[config.mk]
export PLATFORM = sky130hd
export DESIGN_NAME = timer_status_flags
export DESIGN_NICKNAME = d
export VERILOG_FILES = /design/src/rtl/tsf_pkg.sv /design/src/rtl/tsf_event_detect.sv /design/src/rtl/tsf_flag_cell.sv /design/src/rtl/timer_status_flags.sv
export SDC_FILE = /design/constraint.sdc
export NUM_CORES = 1
export LEC_CHECK = 0
export CAP_MARGIN = 10
export CORE_ASPECT_RATIO = 1.2
export CORE_MARGIN = 2
export CORE_UTILIZATION = 31
export DETAILED_ROUTE_END_ITERATION = 12
export PLACE_DENSITY = 0.81
export SYNTH_ARGS = -nofsm -noshare
export SYNTH_HDL_FRONTEND = slang
export SYNTH_SLANG_ARGS = --single-unit
[constraint.sdc]
create_clock -name clk -period 1.1 [get_ports clk]
set_clock_uncertainty 0.15 [all_clocks]
set_input_delay 0.33 -clock clk [delete_from_list [all_inputs] [get_ports clk]]
set_output_delay 0.33 -clock clk [all_outputs]
set_load 0.02 [all_outputs]
[src/rtl/tsf_pkg.sv]
package tsf_pkg;
  localparam int NUM_FLAGS = 4;
  localparam int NUM_CHAN  = 2;
  localparam int STAT_W    = 8;
  // flag vector index
  localparam int IDX_A = 0;
  localparam int IDX_B = 1;
  localparam int IDX_V = 2;
  localparam int IDX_U = 3;
  // status byte positions
  localparam int POS_A   = 0;
  localparam int POS_B   = 1;
  localparam int POS_U   = 4;
  localparam int POS_V   = 5;
  localparam int POS_DIR = 7;

  function automatic logic [STAT_W-1:0] pack_status(logic [NUM_FLAGS-1:0] f,
                                                    logic dir, logic fill);
    logic [STAT_W-1:0] s;
    s          = {STAT_W{fill}};
    s[POS_A]   = f[IDX_A];
    s[POS_B]   = f[IDX_B];
    s[POS_V]   = f[IDX_V];
    s[POS_U]   = f[IDX_U];
    s[POS_DIR] = dir;
    return s;
  endfunction

  function automatic logic [NUM_FLAGS-1:0] unpack_bits(logic [STAT_W-1:0] s);
    logic [NUM_FLAGS-1:0] f;
    f[IDX_A] = s[POS_A];
    f[IDX_B] = s[POS_B];
    f[IDX_V] = s[POS_V];
    f[IDX_U] = s[POS_U];
    return f;
  endfunction
endpackage

[src/rtl/tsf_event_detect.sv]
module tsf_event_detect #(
  parameter int CNT_W = 16
) (
  input  logic                           cnt_step,
  input  logic                           cnt_up,
  input  logic [CNT_W-1:0]               cnt_value,
  input  logic [CNT_W-1:0]               cmp_a,
  input  logic [CNT_W-1:0]               cmp_b,
  input  logic [tsf_pkg::NUM_CHAN-1:0]   cap_mode,
  input  logic [tsf_pkg::NUM_CHAN-1:0]   cap_stb,
  output logic [tsf_pkg::NUM_FLAGS-1:0]  set_evt
);
  import tsf_pkg::*;
  localparam logic [CNT_W-1:0] TOP_VAL = {CNT_W{1'b1}};
  localparam logic [CNT_W-1:0] BOT_VAL = '0;

  logic [CNT_W-1:0] cmp_vec [NUM_CHAN];
  assign cmp_vec[0] = cmp_a;
  assign cmp_vec[1] = cmp_b;

  genvar gi;
  generate
    for (gi = 0; gi < NUM_CHAN; gi++) begin : g_chan
      logic match_hit;
      logic cap_hit;
      always_comb begin
        match_hit = cnt_step && (cnt_value == cmp_vec[gi]) && !cap_mode[gi];
        cap_hit   = cap_stb[gi] && cap_mode[gi];
      end
      assign set_evt[gi] = match_hit | cap_hit;
    end
  endgenerate

  always_comb begin
    set_evt[IDX_V] = cnt_step &&  cnt_up && (cnt_value == TOP_VAL);
    set_evt[IDX_U] = cnt_step && !cnt_up && (cnt_value == BOT_VAL);
  end
endmodule

[src/rtl/tsf_flag_cell.sv]
module tsf_flag_cell (
  input  logic clk,
  input  logic rst_n,
  input  logic set_evt,
  input  logic xfer_clr,
  input  logic rd_strobe,
  input  logic wr_strobe,
  input  logic wr_bit,
  output logic flag
);
  logic flag_q, flag_d, flag_en;
  logic arm_q, arm_d, arm_en;
  logic cpu_clr, any_clr;

  always_comb begin
    cpu_clr = wr_strobe && !wr_bit && arm_q;
    any_clr = cpu_clr || xfer_clr;
    flag_d  = set_evt || (flag_q && !any_clr);
    flag_en = set_evt || any_clr;
  end

  always_comb begin
    arm_en = wr_strobe || (rd_strobe && flag_q) || xfer_clr;
    if (wr_strobe)                 arm_d = 1'b0;
    else if (rd_strobe && flag_q)  arm_d = 1'b1;
    else                           arm_d = 1'b0;
  end

  always_ff @(posedge clk or negedge rst_n) begin
    if (!rst_n) begin
      flag_q <= 1'b0;
      arm_q  <= 1'b0;
    end else begin
      if (flag_en) flag_q <= flag_d;
      if (arm_en)  arm_q  <= arm_d;
    end
  end

  assign flag = flag_q;

  assert_set_wins_R11: assert property (@(posedge clk) disable iff (!rst_n)
    set_evt |=> flag_q);
  assert_rise_needs_set_R9: assert property (@(posedge clk) disable iff (!rst_n)
    $rose(flag_q) |-> $past(set_evt));
  assert_fall_needs_clear_R7: assert property (@(posedge clk) disable iff (!rst_n)
    $fell(flag_q) |-> ($past(arm_q && wr_strobe) || $past(xfer_clr)));
  assert_arm_after_read_R8: assert property (@(posedge clk) disable iff (!rst_n)
    $rose(arm_q) |-> $past(rd_strobe && flag_q && !wr_strobe));
endmodule

[src/rtl/timer_status_flags.sv]
module timer_status_flags #(
  parameter int   CNT_W    = 16,
  parameter logic FILL_BIT = 1'b1
) (
  input  logic                          clk,
  input  logic                          rst_n,
  input  logic                          cnt_step,
  input  logic                          cnt_up,
  input  logic [CNT_W-1:0]              cnt_value,
  input  logic [CNT_W-1:0]              cmp_a,
  input  logic [CNT_W-1:0]              cmp_b,
  input  logic [1:0]                    cap_mode,
  input  logic [1:0]                    cap_stb,
  input  logic [1:0]                    xfer_ack,
  input  logic [1:0]                    xfer_keep,
  input  logic                          bus_rd,
  input  logic                          bus_wr,
  input  logic [7:0]                    bus_wdata,
  input  logic [3:0]                    irq_en,
  output logic [7:0]                    status,
  output logic [3:0]                    irq
);
  import tsf_pkg::*;
  localparam logic [CNT_W-1:0] TOP_VAL = {CNT_W{1'b1}};

  // reset: asynchronous assert, synchronous release
  logic rst_meta_q, rst_sync_q;
  always_ff @(posedge clk or negedge rst_n) begin
    if (!rst_n) begin
      rst_meta_q <= 1'b0;
      rst_sync_q <= 1'b0;
    end else begin
      rst_meta_q <= 1'b1;
      rst_sync_q <= rst_meta_q;
    end
  end

  // direction register
  logic dir_q, dir_d, dir_en;
  always_comb begin
    dir_d  = cnt_up;
    dir_en = (dir_q != cnt_up);
  end
  always_ff @(posedge clk or negedge rst_sync_q) begin
    if (!rst_sync_q)  dir_q <= 1'b1;
    else if (dir_en)  dir_q <= dir_d;
  end

  logic [NUM_FLAGS-1:0] set_evt;
  logic [NUM_FLAGS-1:0] xfer_clr;
  logic [NUM_FLAGS-1:0] wr_bits;
  logic [NUM_FLAGS-1:0] flags;

  tsf_event_detect #(.CNT_W(CNT_W)) u_evt (
    .cnt_step  (cnt_step),
    .cnt_up    (cnt_up),
    .cnt_value (cnt_value),
    .cmp_a     (cmp_a),
    .cmp_b     (cmp_b),
    .cap_mode  (cap_mode),
    .cap_stb   (cap_stb),
    .set_evt   (set_evt)
  );

  always_comb begin
    xfer_clr        = '0;
    xfer_clr[IDX_A] = xfer_ack[0] && !xfer_keep[0];
    xfer_clr[IDX_B] = xfer_ack[1] && !xfer_keep[1];
    wr_bits         = unpack_bits(bus_wdata);
  end

  genvar gk;
  generate
    for (gk = 0; gk < NUM_FLAGS; gk++) begin : g_flag
      tsf_flag_cell u_cell (
        .clk       (clk),
        .rst_n     (rst_sync_q),
        .set_evt   (set_evt[gk]),
        .xfer_clr  (xfer_clr[gk]),
        .rd_strobe (bus_rd),
        .wr_strobe (bus_wr),
        .wr_bit    (wr_bits[gk]),
        .flag      (flags[gk])
      );
    end
  endgenerate

  always_comb begin
    status = pack_status(flags, dir_q, FILL_BIT);
    irq    = flags & irq_en;
  end

  assert_dir_R2: assert property (@(posedge clk) disable iff (!rst_sync_q)
    1'b1 |=> status[POS_DIR] == $past(cnt_up));
  assert_overflow_R3: assert property (@(posedge clk) disable iff (!rst_sync_q)
    (cnt_step && cnt_up && cnt_value == TOP_VAL) |=> status[POS_V]);
  assert_underflow_R4: assert property (@(posedge clk) disable iff (!rst_sync_q)
    (cnt_step && !cnt_up && cnt_value == '0) |=> status[POS_U]);
endmodule

==> reports/qor.yml, run 1 <==
status: "finished with violations"
failed_checks: "negative hold slack, negative setup slack"
maxCapViolations: 0
area_delta_synth_final_pct: 123
clkLatencyLatePin_ps: 270
cp_max_fo: 3
drtIter0Drc: 31
worst_path_largest_cell_delay_ps: 420
endpoint_kind: "output pin"
period_minus_slack_ps: 1440
report.final.slew_viol_count: 0
crit_chain: "and2_4, buf_6"
core_mm2: 0.00300
critical-path-top-delay-family: "flip-flops"
ys_warn_count: 0
htreeDepth: 1
clock_sinks: 11
dr_total_vias: 1168
post-route-period-util_pct: 131
whs_ps: -4.61
grt_max_degree: 10
overflow: 0
crit_type: "reg2out"
clk_pin_slew_ps: 70
syn_avg_cell_area_um2: 9.44
p_per_area_mw_per_mm2: 657
start_util_pct: 31.8
dp_hpwl_um: 2850
ir_drop_v: 0.000381
antenna-diode-count: 0
cp_num_buf_inv: 1
routedWlPerCell_um: 15.0
gp_congestion: 0.839
grt_pass1_vias: 1239
ys_ff_latch: 11
setup_slack_ps: -338
ys_seq_area_share_pct: 29.0
clock-root-buffer: "clkbuf_4"
rsz0062_at_grt: "true"
core.rowCount: 22
totalWireLength_um: 3590
syn_area_um2: 953
die_w_um: 54.6
final_cell_count_no_fill: 239
grt_pass1_wl_um: 5320
finalSetupViolations: 14
place_inst: 229
synth_cells: 101
cts_tree: "done"
die_y_um: 64.8
fmax_mhz: 695
worstPathArrival_ps: 960
drtAntennaViolNets: 0
cts-buffers-inserted: 3
grt_usage_pct: 21.0
antenna_found_initial: 0
pre_cts_ws_ps: -1040
worstPathRequired_ps: 620
dr.pass1.iters: 4
viasPerCell: 4.89
drive_above_1_share_pct: 50.7
min-delay-path-class: "reg2async"
nNetsFinal: 278
cpMaxStageDelayCell: "dfrtp_1"
synth_cell_type_count: 23
io_buffer_count: 78
dieArea_mm2: 0.00354
io_pins: 86
clockBufferDepth: 2
drc: 0
cp-start-kind: "register"
finalHoldViolCount: 8
cellLeakagePower_nw: 0.962
-- layer usage --
layer / up-vias / wire length (um) / global-route usage (%)
li1: 550 / - / -
met1: 530 / 1240 / 21.1
met2: 80 / 1920 / 38.1
met3: 8 / 327 / 3.92
met4: 0 / 106 / 11.9
met5: - / 0 / 0
-- final timing paths --
check                                      start                     end  slack [ps]  cells after the start
setup / recovery           g_flag[0].u_cell.flag                  irq[0]        -340                      2
hold / removal                        rst_sync_q  g_flag[2].u_cell.arm_q          -5                      0
setup reg to reg           g_flag[1].u_cell.flag   g_flag[1].u_cell.flag        -110                      4
hold reg to reg                       rst_sync_q  g_flag[2].u_cell.arm_q          -5                      0
max in group asynchronous             rst_sync_q                   dir_q         500                      0
min in group clk                          cnt_up                   dir_q         200                      3
-- synth_stat cells --
cell | number | area share (%)
xor2_1 | 32 | 29
dfrtp_1 | 10 | 26
buf_4 | 8 | 6.3
nor4_1 | 8 | 5.2
nand4_1 | 6 | 3.9
and2_1 | 4 | 2.6
nand3b_1 | 4 | 3.1
nor2_1 | 4 | 1.6
nand2_1 | 3 | 1.2
o41ai_2 | 3 | 5.1
a21oi_1 | 2 | 1.0
a22oi_1 | 2 | 1.6
a32oi_1 | 2 | 1.8
clkbuf_1 | 2 | 0.79
nand2b_1 | 2 | 1.3
nor3b_1 | 2 | 1.6
conb_1 | 1 | 0.39
dfstp_2 | 1 | 2.8
nand3_1 | 1 | 0.52
nor4b_1 | 1 | 0.92
o21ai_1 | 1 | 0.52
or4_1 | 1 | 0.79
or4_4 | 1 | 1.2
-- worst register-to-register path, delay by kind of cell, from the launching register on --
| family | cells | cell delay [ps] |
|---|---|---|
| flip-flops | 1 | 400 |
| AO/OA/AOI/OAI | 2 | 300 |
| buffers and inverters | 2 | 240 |
-- sequential cells by signal (all words and copies together), names as in the netlist --
name,count
dir_q,1
g_flag.u_cell.arm_q,4
rst_meta_q,1
g_flag.u_cell.flag,4
rst_sync_q,1
-- kinds of logic (layout without fill, tap and decap cells) --
logic type | count (synthesis) | count (layout) | synth area share (%)
other cells | 1 | 4 | 0.393
xor+xnor | 32 | 32 | 29.4
buf+inv | 10 | 109 | 7.09
compound gates | 10 | 10 | 10.1
simple gates | 37 | 37 | 24.0
flops | 11 | 11 | 29.0
-- what timing repair did --
| action | CTS | global route |
|---|---|---|
| pin swaps | 43 | 24 |
| hold endpoints to repair | 0 | 0 |
| setup buffers | 5 | 1 |
| gates resized for setup | 245 | 35 |
| gates cloned | 0 | 0 |
| hold buffers | 0 | 0 |
| setup endpoints to repair | 14 | 17 |
-- cell usage in the layout, fill, tap and decap left out, drive strengths merged --
cell            n
nand2           3
nand4           6
o41ai           3
o21ai           1
clkdlybuf4s50  15
xor2           32
nand2b          2
dlymetal6s2s    1
dfrtp          10
a21oi           2
clkdlybuf4s15   8
a22oi           2
nor2            4
nor4            8
or4             2
a32oi           2
conb            4
nand3b          4
nor4b           1
nand3           1
buf            66
and2            4
nor3b           2
dfstp           1
clkbuf          7
dlygate4sd2    12
-- cell type report --
class / instances / area, um2
timing repair buffer: 105 / 983
tap: 36 / 45.0
clock buffer: 4 / 26.3
fill: 217 / 872
multi-input combinational: 83 / 797
sequential: 11 / 277
-- power by group --
group	total, mW	switching [mW]	internal, mW
clock	0.269	0.129	0.140
sequential	0.448	0.0210	0.427
combinational	0.681	0.277	0.404
-- per-stage QoR --
stage | area [um2] | hold WS (ps) | util (%) | power (mW) | setup TNS (ps)
5_1_grt | 2130 | 39.9 | 70.9 | 1.47 | -3580
4_1_cts | 2010 | 14.4 | 67.1 | 1.35 | -3420
2_1_floorplan | 965 | -116 | - | 0.643 | -742
3_3_place_gp | 1880 | 3.19 | 62.7 | 1.02 | -9770
6_report | 2130 | -4.61 | 70.9 | 1.40 | -3200
3_5_place_dp | 1880 | 8.10 | 62.7 | 1.04 | -10120
(Power assumes the default switching activity.)
==> run 2, diff against run 1 <==
--- a/config.mk
+++ b/config.mk
@@ -10,7 +10,8 @@
 export CORE_MARGIN = 2
 export CORE_UTILIZATION = 31
 export DETAILED_ROUTE_END_ITERATION = 12
-export PLACE_DENSITY = 0.81
+export PLACE_DENSITY = 0.8
 export SYNTH_ARGS = -nofsm -noshare
 export SYNTH_HDL_FRONTEND = slang
+export SYNTH_HIERARCHICAL = 1
 export SYNTH_SLANG_ARGS = --single-unit
==> run 2 against run 1 <==
- die area increased by 2.2%
- non-clock buffer count is 7 lower
- largest cell class is now multi-input gates
- cell count increased by 2.9%
- count of clock-buffer cells in the layout stayed put
- sequential cell count unchanged
- combinational power is 6.2% higher
- area after synthesis increased by 2.4%
- critical path type unchanged
- register-to-register slack gained 90 ps
- sequential power about the same
- the flow finishes with violations (negative setup slack)
- cell area is 4.8% higher
- clock power is essentially flat
==> reports/qor.yml, run 2 <==
status: "finished with violations"
failed_checks: "negative setup slack"
dp_hpwl_um: 2910
setup_slack_ps: -335
crit_path_start: "g_flag[3].u_cell/flag"
die_y_um: 65.5
core_mm2: 0.00303
worst_path_largest_cell_delay_ps: 430
cp_max_fo: 3
routedWlPerCell_um: 17.3
drtIter0Drc: 44
dr_total_vias: 1222
ir_drop_v: 0.000689
grt_pass1_vias: 1269
cp-start-kind: "register"
fin_tns_setup_ps: -2940
htreeDepth: 1
synthTopCellsByCount: "xnor2_1, dfrtp_1, nand4_1, nand2b_1, nor4_1"
r2r-start: "g_flag[3].u_cell/flag"
final_common_cell: "buf_6"
overflow: 0
whs_ps: 5.11
dieArea_mm2: 0.00361
p_per_area_mw_per_mm2: 648
drtAntennaViolNets: 0
endpoint: "irq[3]"
syn_avg_cell_area_um2: 9.12
report.final.slew_viol_count: 0
rsz0062_at_grt: "true"
worstPathRequired_ps: 620
maxCapViolations: 0
reg2reg_to: "g_flag[3].u_cell/flag"
io_pins: 86
gp_congestion: 0.771
syn_area_um2: 976
clk_pin_slew_ps: 70
antenna-diode-count: 0
die_w_um: 55.2
critical-path-top-delay-family: "flip-flops"
ys_ff_latch: 11
finalSetupViolations: 12
total_power_mw: 1.45
grt_pass1_wl_um: 5950
place_inst: 239
cp_num_buf_inv: 1
viasPerCell: 4.97
r2r_slack_ps: -20
clkLatencyLatePin_ps: 260
endpoint_kind: "output pin"
async_flop_share_pct: 100
nNetsFinal: 285
synthTopCellsByArea: "xnor2_1, dfrtp_1, nand4_1, a31o_1, nand2b_1"
clock-root-buffer: "clkbuf_4"
area_delta_synth_final_pct: 129
grt_usage_pct: 20.7
antenna_found_initial: 0
synth_cells: 107
yosysMostFrequentCell: "xnor2_1"
period_minus_slack_ps: 1430
cts-buffers-inserted: 3
cpMaxStageDelayCell: "dfrtp_2"
synth_edf_count: 0
start_util_pct: 32.2
crit_type: "reg2out"
dr.pass1.iters: 4
final_cell_count_no_fill: 246
grt_max_degree: 10
drc: 0
crit_chain: "and2_4, buf_6"
cellLeakagePower_nw: 1.01
ys_warn_count: 6
finalHoldViolCount: 0
synth_largest_area_cell: "xnor2_1"
fmax_mhz: 697
worstPathArrival_ps: 950
post-route-period-util_pct: 130
synth_top_area_share_pct: 26.9
cp_num_cells: 2
drive_above_1_share_pct: 53.8
ys_seq_area_share_pct: 28.3
io_buffer_count: 78
cts_tree: "done"
clock_sinks: 11
final_cell_mix: "buf_6, xnor2_2, dlygate4sd2_1"
yosys_most_used_dff: "dfrtp_1"
min-delay-path-class: "reg2async"
synth_cell_type_count: 23
reg2reg_depth: 3
totalWireLength_um: 4250
core.rowCount: 22
clockBufferDepth: 2
run 2: cells by family after synthesis:
| family | Yosys count | share of synthesized area, % |
|---|---|---|
| AOI/OAI and AO/OA | 10 | 7.44 |
| DFF | 11 | 28.3 |
| and+or+nand+nor | 43 | 29.7 |
| xor gates and xnor gates | 32 | 28.7 |
| other | 2 | 0.770 |
| buffers and inverters | 9 | 5.00 |
run 2: cell type report:
cell class                 count  area (um2)
multi-input combinational     93         953
timing repair buffer          98         912
fill                         213         797
sequential                    11         279
tap                           36        45.0
clock buffer                   4        26.3
inverter                       4        15.0
run 2: worst min path at each step:
stage	startpoint	to	slack [ps]
after CTS	rst_sync_q	g_flag[3].u_cell/arm_q	10
after detailed placement	rst_sync_q	g_flag[1].u_cell/arm_q	10
after global routing	rst_sync_q	g_flag[3].u_cell/arm_q	30
final	rst_sync_q	g_flag[3].u_cell/arm_q	5
after floorplan	rst_n	rst_meta_q	-120
after global placement	rst_sync_q	g_flag[1].u_cell/arm_q	-3
run 2: metal layers:
layer / track usage [%] / share of wire, % / up-vias / wire length [um]
met3: 2.56 / 4.0 / 8 / 168
li1: - / - / 572 / -
met1: 23.1 / 37 / 595 / 1580
met2: 40.8 / 56 / 47 / 2390
met5: 0 / 0 / - / 0
met4: 5.79 / 2.7 / 0 / 114
run 2: timing repair:
action                     CTS  global route
resized for setup          254            52
hold buffers                 0             0
gates cloned                 0             0
pin swaps                   53            34
setup endpoints to repair   17            16
buffers inserted             2             1
run 2: stage by stage:
stage / setup slack (ps) / cell area [um2] / util, %
2_1_floorplan: -150 / 1010 / -
4_1_cts: -346 / 2070 / 68.3
3_5_place_dp: -906 / 1930 / 63.7
5_1_grt: -377 / 2230 / 73.7
3_3_place_gp: -905 / 1930 / 63.7
6_report: -335 / 2230 / 73.7
run 2: power by group:
part	leakage (nW)	total [mW]	internal [mW]	switching [mW]
Combinational	0.858	0.723	0.435	0.288
Sequential	0.136	0.451	0.427	0.0238
Clock	0.0150	0.272	0.140	0.132
Total	1.01	1.45	1.00	0.443
